$ cat src/rtl/ta_pkg.sv
package ta_pkg;

    localparam logic [7:0] ADDR_ID      = 8'h04;
    localparam logic [7:0] ADDR_VARIANT = 8'h05;
    localparam logic [7:0] ADDR_STATUS  = 8'h08;
    localparam logic [7:0] ADDR_CTRL    = 8'h40;
    localparam logic [7:0] ADDR_MON     = 8'h46;

    localparam logic [7:0] ID_VALUE     = 8'h09;
    localparam logic [7:0] CTRL_MASK    = 8'h4B;

    typedef struct packed {
        logic [1:0] thresh;
        logic       rate;
        logic       ovr;
        logic       mon_en;
        logic [2:0] code;
        logic       irq;
    } ta_state_t;

    // Reported stage for a stored status code
    function automatic logic [1:0] stage_of(input logic [2:0] code, input int gen);
        if (gen == 1) begin
            return code[1:0];
        end
        case (code)
            3'd0:       return 2'd0;
            3'd1, 3'd2: return 2'd1;
            3'd3, 3'd4: return 2'd2;
            default:    return 2'd3;
        endcase
    endfunction

endpackage

$ cat src/rtl/ta_stage_cmp.sv
module ta_stage_cmp #(
    parameter int TEMP_W     = 18,
    parameter int BASE_MDEG  = 105000,
    parameter int STEP_MDEG  = 5000,
    parameter int STAGE_MDEG = 20000
) (
    input  logic [TEMP_W-1:0] temp_mdeg,
    input  logic [1:0]        thresh,
    output logic [1:0]        raw_stage
);
    localparam int NSTAGE = 3;

    logic [31:0]       temp_ext;
    logic [NSTAGE-1:0] above;

    assign temp_ext = {{(32-TEMP_W){1'b0}}, temp_mdeg};

    for (genvar k = 0; k < NSTAGE; k++) begin : g_bound
        logic [31:0] bound;
        assign bound    = 32'(BASE_MDEG) + 32'(STEP_MDEG) * {30'd0, thresh} + 32'(STAGE_MDEG * k);
        assign above[k] = (temp_ext >= bound);
    end

    always_comb begin
        if (above[2])      raw_stage = 2'd3;
        else if (above[1]) raw_stage = 2'd2;
        else if (above[0]) raw_stage = 2'd1;
        else               raw_stage = 2'd0;
    end
endmodule

$ cat src/rtl/ta_state_next.sv
module ta_state_next
    import ta_pkg::*;
#(
    parameter int GEN = 2
) (
    input  logic [1:0] raw_stage,
    input  logic [2:0] cur_code,
    output logic [2:0] nxt_code
);
    if (GEN == 1) begin : g_gen1
        assign nxt_code = {1'b0, raw_stage};
    end else begin : g_gen2
        logic [1:0] cur_stage;
        assign cur_stage = stage_of(cur_code, GEN);
        always_comb begin
            if (raw_stage > cur_stage) begin
                nxt_code = ({1'b0, raw_stage} << 1) - 3'd1;
            end else if (raw_stage == cur_stage) begin
                nxt_code = cur_code[0] ? cur_code + 3'd1 : cur_code;
            end else begin
                nxt_code = {1'b0, raw_stage} << 1;
            end
        end
    end
endmodule

$ cat src/rtl/ta_status_fmt.sv
module ta_status_fmt #(
    parameter int GEN = 2
) (
    input  logic [2:0] code,
    output logic [7:0] status_byte,
    output logic [7:0] variant_byte
);
    if (GEN == 1) begin : g_gen1
        assign status_byte  = {6'd0, code[1:0]};
        assign variant_byte = 8'h08;
    end else begin : g_gen2
        assign status_byte  = {1'b0, code, 4'd0};
        assign variant_byte = 8'h09;
    end
endmodule

$ cat src/rtl/thermal_stage_alarm.sv
module thermal_stage_alarm
    import ta_pkg::*;
#(
    parameter int GEN        = 2,
    parameter int TEMP_W     = 18,
    parameter int BASE_MDEG  = 105000,
    parameter int STEP_MDEG  = 5000,
    parameter int STAGE_MDEG = 20000
) (
    input  logic              clk,
    input  logic              rst_n,
    input  logic [7:0]        reg_addr,
    input  logic              reg_wr,
    input  logic [7:0]        reg_wdata,
    output logic [7:0]        reg_rdata,
    input  logic [TEMP_W-1:0] temp_mdeg,
    input  logic              sample_tick,
    output logic              irq,
    output logic              shdn_s2,
    output logic              shdn_s3
);
    ta_state_t  st_d, st_q;
    logic [1:0] raw_stage;
    logic [2:0] nxt_code;
    logic [7:0] status_byte;
    logic [7:0] variant_byte;
    logic [1:0] cur_stage;
    logic [2:0] code_w;
    logic       ovr_w;

    ta_stage_cmp #(
        .TEMP_W(TEMP_W), .BASE_MDEG(BASE_MDEG),
        .STEP_MDEG(STEP_MDEG), .STAGE_MDEG(STAGE_MDEG)
    ) u_cmp (
        .temp_mdeg(temp_mdeg), .thresh(st_q.thresh), .raw_stage(raw_stage)
    );

    ta_state_next #(.GEN(GEN)) u_next (
        .raw_stage(raw_stage), .cur_code(st_q.code), .nxt_code(nxt_code)
    );

    ta_status_fmt #(.GEN(GEN)) u_fmt (
        .code(st_q.code), .status_byte(status_byte), .variant_byte(variant_byte)
    );

    assign cur_stage = stage_of(st_q.code, GEN);
    assign code_w    = st_q.code;
    assign ovr_w     = st_q.ovr;

    always_comb begin
        st_d     = st_q;
        st_d.irq = 1'b0;
        if (reg_wr) begin
            case (reg_addr)
                ADDR_CTRL: begin
                    st_d.thresh = reg_wdata[1:0];
                    st_d.rate   = reg_wdata[3];
                    st_d.ovr    = reg_wdata[6];
                end
                ADDR_MON:  st_d.mon_en = reg_wdata[7];
                default:   ;
            endcase
        end
        if (sample_tick && st_q.mon_en) begin
            st_d.code = nxt_code;
            st_d.irq  = (stage_of(nxt_code, GEN) != cur_stage);
        end
    end

    always_ff @(posedge clk or negedge rst_n) begin
        if (!rst_n) begin
            st_q <= '0;
        end else begin
            st_q <= st_d;
        end
    end

    always_comb begin
        case (reg_addr)
            ADDR_ID:      reg_rdata = ID_VALUE;
            ADDR_VARIANT: reg_rdata = variant_byte;
            ADDR_STATUS:  reg_rdata = status_byte;
            ADDR_CTRL:    reg_rdata = {1'b0, st_q.ovr, 2'b00, st_q.rate, 1'b0, st_q.thresh};
            ADDR_MON:     reg_rdata = {st_q.mon_en, 7'd0};
            default:      reg_rdata = 8'h00;
        endcase
    end

    assign irq     = st_q.irq;
    assign shdn_s2 = (cur_stage >= 2'd2) && !st_q.ovr;
    assign shdn_s3 = (cur_stage == 2'd3);
endmodule

$ cat config.mk
export PLATFORM = sky130hd
export DESIGN_NAME = thermal_stage_alarm
export DESIGN_NICKNAME = d
export VERILOG_FILES = /design/src/rtl/ta_pkg.sv /design/src/rtl/ta_stage_cmp.sv /design/src/rtl/ta_state_next.sv /design/src/rtl/ta_status_fmt.sv /design/src/rtl/thermal_stage_alarm.sv
export SDC_FILE = /design/constraint.sdc
export NUM_CORES = 1
export LEC_CHECK = 0
export BUFFER_PORTS_ARGS = -buffer_cell sky130_fd_sc_hd__buf_2
export CAP_MARGIN = 20
export CORE_MARGIN = 2
export CORE_UTILIZATION = 50
export CTS_CLUSTER_SIZE = 28
export DETAILED_ROUTE_END_ITERATION = 7
export GPL_ROUTABILITY_DRIVEN = 0
export HOLD_SLACK_MARGIN = 0.12
export PLACE_DENSITY = 0.77
export RECOVER_POWER = 100
export SLEW_MARGIN = 20
export SYNTH_ARGS = -nofsm -noshare
export SYNTH_HDL_FRONTEND = slang
export SYNTH_HIERARCHICAL = 1
export SYNTH_SLANG_ARGS = --single-unit
$ cat constraint.sdc
create_clock -name clk -period 4.3 [get_ports clk]
set_input_delay 0.215 -clock clk [delete_from_list [all_inputs] [get_ports clk]]
set_output_delay 0.215 -clock clk [all_outputs]
set_load 0.01 [all_outputs]
# [After elaboration in Yosys (flattened, before gate mapping)]
# Cells that the tools add are included.
[totals] reg_bits=9 in_bits=38 wordCells=56
[op_classes] add_sub_neg=5 multipliers=1 magnitude_cmp=5 eq_ne=16 mux=11 n_reduce_logical=12
[ops] op="18-bit by 32-bit >= comparator with 1-bit output" count=3
[ops] op="32-bit by 15-bit adder with 32-bit output (second input constant)" count=1
[ops] op="32-bit by 16-bit adder with 32-bit output (second input constant)" count=1
[ops] op="8-bit case mux with 4 select lines" count=1
[ops] op="17-bit by 15-bit adder with 18-bit output (first input constant)" count=1
[ops] op="8-bit by 3-bit == test with 1-bit output (second input constant)" count=2
[ops] op="8-bit by 7-bit == test with 1-bit output (second input constant)" count=2
[ops] op="3-bit by 2-bit == test with 1-bit output (second input constant)" count=4
[ops] op="10-bit by 2-bit multiplier with 12-bit output (first input constant)" count=1
[ops] op="2-bit case mux with 3 select lines" count=2
[ops] op="2-bit OR reduction" count=5
[ops] op="3-bit two-way mux" count=3
[ops] op="8-bit by 4-bit == test with 1-bit output (second input constant)" count=1
[ops] op="3-bit by 1-bit == test with 1-bit output (second input constant)" count=2
[ops] op="3-bit == test (second input constant)" count=2
[ops] op="3-bit logical NOT" count=2
[ops] op="2-bit two-way mux" count=3
[ops] op="2-bit AND reduction" count=2
[ops] op="3-bit by 1-bit adder with 3-bit output (second input constant)" count=1
[ops] op="3-bit by 1-bit subtractor with 3-bit output (second input constant)" count=1
[ops] op="2-bit == test" count=1
[ops] op="2-bit == test (second input constant)" count=1
[ops] op="2-bit >= comparator (second input constant)" count=1
[ops] op="2-bit greater-than comparator" count=1
[ops] op="4 further kinds" count=6

# [Depth between registers and ports, before layout]
[depth] ltp_word=15 depth_mapped=21

# [Hierarchy]
# Netlist, hierarchy kept.
[by_module_without_submodules] mod="ta_stage_cmp" n_inst=1 cells_per_inst=133 area_per_inst_um2=1031.0 seq_area_each_um2=0.0
[by_module_without_submodules] mod="thermal_stage_alarm" n_inst=1 cells_per_inst=70 area_per_inst_um2=686.9 seq_area_each_um2=225.2
[by_module_without_submodules] mod="ta_state_next" n_inst=1 cells_per_inst=32 area_per_inst_um2=240.2 seq_area_each_um2=0.0
[by_module_without_submodules] mod="ta_status_fmt" n_inst=1 cells_per_inst=18 area_per_inst_um2=127.6 seq_area_each_um2=0.0

# [Worst setup path after synthesis]
# Ideal clock, no wire load.
[synth_timing] path_type="register to register" startpoint="reg st_q[7] (netlist bit)" endpoint="reg st_q (netlist bit irq)" setup_time_ns=0.121 arrival_time_ns=3.891 required_ns=4.179 slack_ns=0.288 stages_incl_launch_ff=21 period_less_slack_ns=4.012 cell_sequence="dfrtp_1 inv_1 ha_1 inv_2 nand2_1 a21oi_1 a21oi_1 ha_1 o21ai_0 nor2_1 nor3_1 nor2_1 a211o_1 o21bai_1 inv_1 ha_1 nand2_1 a21boi_0 and3b_1 o22ai_1 and4b_1"
[synth_rtl] element="start: declaration" line_no="thermal_stage_alarm.sv:22" rtl="ta_state_t st_d, st_q;"
[synth_rtl] element="start signal: assignment" line_no="thermal_stage_alarm.sv:74" rtl="st_q <= st_d;"

==> flow_metrics.tcl <==
set metrics [dict create \
    gr-total-overflow 0 \
    fin_ws_ns 0.205 \
    leading_cell_types_by_total_area_after_synthesis "sky130_fd_sc_hd__ha_1, sky130_fd_sc_hd__dfrtp_1, sky130_fd_sc_hd__buf_4, sky130_fd_sc_hd__mux2_2, sky130_fd_sc_hd__a21oi_1" \
    floorplan.io_pins 49 \
    final_setup_violation_count 0 \
    pre_cts_slack_ns 0.109 \
    timing.final.crit_share 0.952 \
    clock_slew_seen_by_the_registers_of_the_worst_setup_and_hold_paths_ns 0.05 \
    simple_gate_share_of_the_synthesized_area 0.214 \
    grt_start_max_net_pins 13 \
    hpwlAfterDp_um 3840 \
    timing.rr.start "st_q[7]" \
    worstSetupStartpoint "st_q[7]" \
    criticalPathCategory "reg -> reg" \
    drt-pass1-iter-count 5 \
    fraction_of_synthesis_flops_using_an_asynchronous_set_or_reset_pin 1.00 \
    finalMaxSlewViolations 0 \
    post-route-drc-count 0 \
    post_synth_fa_ha_maj_area_fraction 0.288 \
    final_antenna_diode_count 0 \
    synthTopCellsByCount "sky130_fd_sc_hd__ha_1, sky130_fd_sc_hd__buf_4, sky130_fd_sc_hd__inv_1, sky130_fd_sc_hd__a21oi_1, sky130_fd_sc_hd__nor2_1" \
    worst-slew-pin-transition_ns 0.566 \
    multi_input_gate_area_in_the_final_layout_um2 1740 \
    grt_util_all_layers 0.200 \
    post_synth_top_area_share 0.288 \
    register_area_um2 225 \
    timing.critical_path.required_ns 4.46 \
    p_leak_nw 1.13 \
    peakVddDrop_mv 0.468 \
    number_of_nets_in_the_final_layout 388 \
    core_um2 4000 \
    post_drt_wl_per_cell_um 13.6 \
    synth_top_family_by_area "adder cells" \
    vias_per_cell 5.67 \
    number_of_global_route_vias_before_repair 1709 \
    synth.cell_area_um2 2090 \
    share_of_the_yosys_chip_area_belonging_to_registers 0.108 \
    detailed_route_iter0_violations 80 \
    cell_variety_after_synth 54 \
    start_util 0.521 \
    synthMostInstantiatedCell "sky130_fd_sc_hd__ha_1" \
    drive_above_1_share 0.226 \
    synth_top_cell_by_area "sky130_fd_sc_hd__ha_1" \
    power_density_nw_per_um2 343 \
    synth-xor-area-share 0.0210 \
    cts_buffers 3 \
    clk_lat_worst_skew_ns 0.23 \
    worst_path_max_delay_cell "sky130_fd_sc_hd__o311a_2" \
    syn_to_final_growth_pct 15.0 \
    timing.final.crit_period_ns 4.10 \
    die-area_um2 4700 \
    timing.critical_path.max_delay_family "compound AO/OA/AOI/OAI gates" \
    status "finished clean" \
    route.antenna.remaining_nets 0 \
    timing.max_cap.violations 0 \
    cts_root_buf "sky130_fd_sc_hd__clkbuf_8" \
    via_count 1990 \
    clock_sink_count 9 \
    fmaxAchievable_mhz 244 \
    fillers 400 \
    min_from "reg_wdata[1]" \
    synth-seq-cells 9 \
    dominantRegCellSynth "sky130_fd_sc_hd__dfrtp_1" \
    timing.critical_path.slowest_cell_delay_ns 0.46 \
    p_total_mw 0.823 \
    worst-endpoint-arrival_ns 4.26 \
    fin_skew_ns 0.000711 \
    yosys_warnings 6 \
    worst_hold_path_type "in -> reg" \
    post_synth_mux_area_share 0.0432 \
    critical_path_cell_by_cell "inv_2 > ha_1 > buf_4 > a21oi_1 > o21ai_0 > nand2_1 > ha_1 > nand4_1 > nor3_1 > o211ai_1 > o21ai_1 > o21bai_1 > inv_1 > ha_4 > inv_1 > a21boi_0 > o311a_2 > o21a_1 > a22oi_1 > and4b_1" \
    critical_path.n_buffers_inverters 4 \
    synthesis.area_per_instance_um2 8.24 \
    synth-edff-count 0 \
    timing.final.hold_violations 0 \
    deepest_clock_path_buffer_count 2 \
    initial_antenna_violation_count 0 \
    slew-limit-headroom 0.619 \
    clock_tree_from_tritoncts "yes" \
    totalNegativeSetupSlack_ns 0 \
    finish.utilization 0.600 \
    die_h_um 68.6 \
    launching_element_type_of_the_critical_path "register" \
    critical_path.endpoint_type "register" \
    port_buffers 44 \
    worst-path-max-fanout 6 \
    num_rows 23 \
    totalWireLength_um 4780 \
    die_width_um 68.6 \
    synth_compound_area_frac 0.229 \
    h-tree-depth 1 \
    gate_count_post_synth 253 \
    wire_length_of_the_first_global_routing_pass_um 7400 \
]
## worst register-to-register path, delay by kind of cell, from the launching register on
family	cells	cell delay, ns
fa+ha+maj	3	0.88
compound gates	9	1.69
buf+inv	4	0.46
flops	1	0.38
simple gates	4	0.62
## per-layer routing
layer	GRT usage	vias up	wire length, um
li1	-	1012	-
met4	0.0300	0	34
met1	0.273	942	2240
met5	0	-	0
met3	0.0227	4	167
met2	0.344	32	2340
## registers in the layout, summed over array words and instances, names as in the netlist
name and count:
code_w 3, irq 1, ovr_w 1, st_q 4
## area by class of cell
class	instances	share of cell area
Clock buffer	4	0.0188
Inverter	18	0.0282
Multi-Input combinational cell	219	0.725
Sequential cell	9	0.0939
Tap cell	50	0.0261
Timing Repair Buffer	51	0.109
## layout by cell type (no fill, tap or decap), types with 3 or more instances in the layout
cell and count:
sky130_fd_sc_hd__a21o_1 3, sky130_fd_sc_hd__a21oi_1 15, sky130_fd_sc_hd__a22oi_1 7, sky130_fd_sc_hd__a32oi_1 3, sky130_fd_sc_hd__and3b_1 3, sky130_fd_sc_hd__buf_2 32
sky130_fd_sc_hd__buf_4 6, sky130_fd_sc_hd__clkbuf_1 13, sky130_fd_sc_hd__clkbuf_8 3, sky130_fd_sc_hd__conb_1 13, sky130_fd_sc_hd__dfrtp_1 9, sky130_fd_sc_hd__ha_1 45
sky130_fd_sc_hd__inv_1 14, sky130_fd_sc_hd__inv_2 4, sky130_fd_sc_hd__mux2_2 8, sky130_fd_sc_hd__nand2_1 13, sky130_fd_sc_hd__nand2b_1 3, sky130_fd_sc_hd__nand3_1 8
sky130_fd_sc_hd__nand4_1 7, sky130_fd_sc_hd__nor2_1 14, sky130_fd_sc_hd__nor2b_1 7, sky130_fd_sc_hd__nor3_1 6, sky130_fd_sc_hd__nor3b_1 4, sky130_fd_sc_hd__o211ai_1 3
sky130_fd_sc_hd__o21ai_0 11, sky130_fd_sc_hd__o21ai_1 3, sky130_fd_sc_hd__xor2_1 4
## power by group
part | leakage [nW] | internal (mW) | switching (mW)
combinational | 0.984 | 0.289 | 0.299
sequential | 0.122 | 0.0985 | 0.0394
clock | 0.0228 | 0.0646 | 0.0333
total | 1.13 | 0.452 | 0.372
## cells by family after synthesis
logic type,after synthesis
simple gates,76
compound gates,69
fa+ha+maj,48
buf+inv,36
flops,9
mux,8
xor+xnor,5
other cells,2
## path summary, 6_finish.rpt
kind,endpoint,slack (ns),depth (start not counted)
worst min-delay path,st_q[8],0.22,2
min in group asynchronous,st_q[4],0.47,2
max in group asynchronous,code_w[0],3.51,2
worst max-delay path,irq,0.20,20
worst min register to register,st_q[6],0.51,1
worst max register to register,irq,0.20,20
## repair_timing
| item | in CTS | in global routing |
|---|---|---|
| setup buffers | 0 | 1 |
| hold buffers | 1 | 0 |
| endpoints found under the setup margin | 0 | 1 |
| endpoints found under the hold margin | 9 | 0 |
| gates resized for setup | 0 | 9 |
## stage by stage
step                hold slack (ns)  std cells  cell area [um^2]
floorplan                   -0.0806        264              2130
global placement             0.0738        345              2320
detailed placement           0.0724        345              2320
CTS                           0.223        350              2370
global route                  0.217        351              2400
finish                        0.222        351              2400
Note: power is estimated with default switching activity, not from simulation.
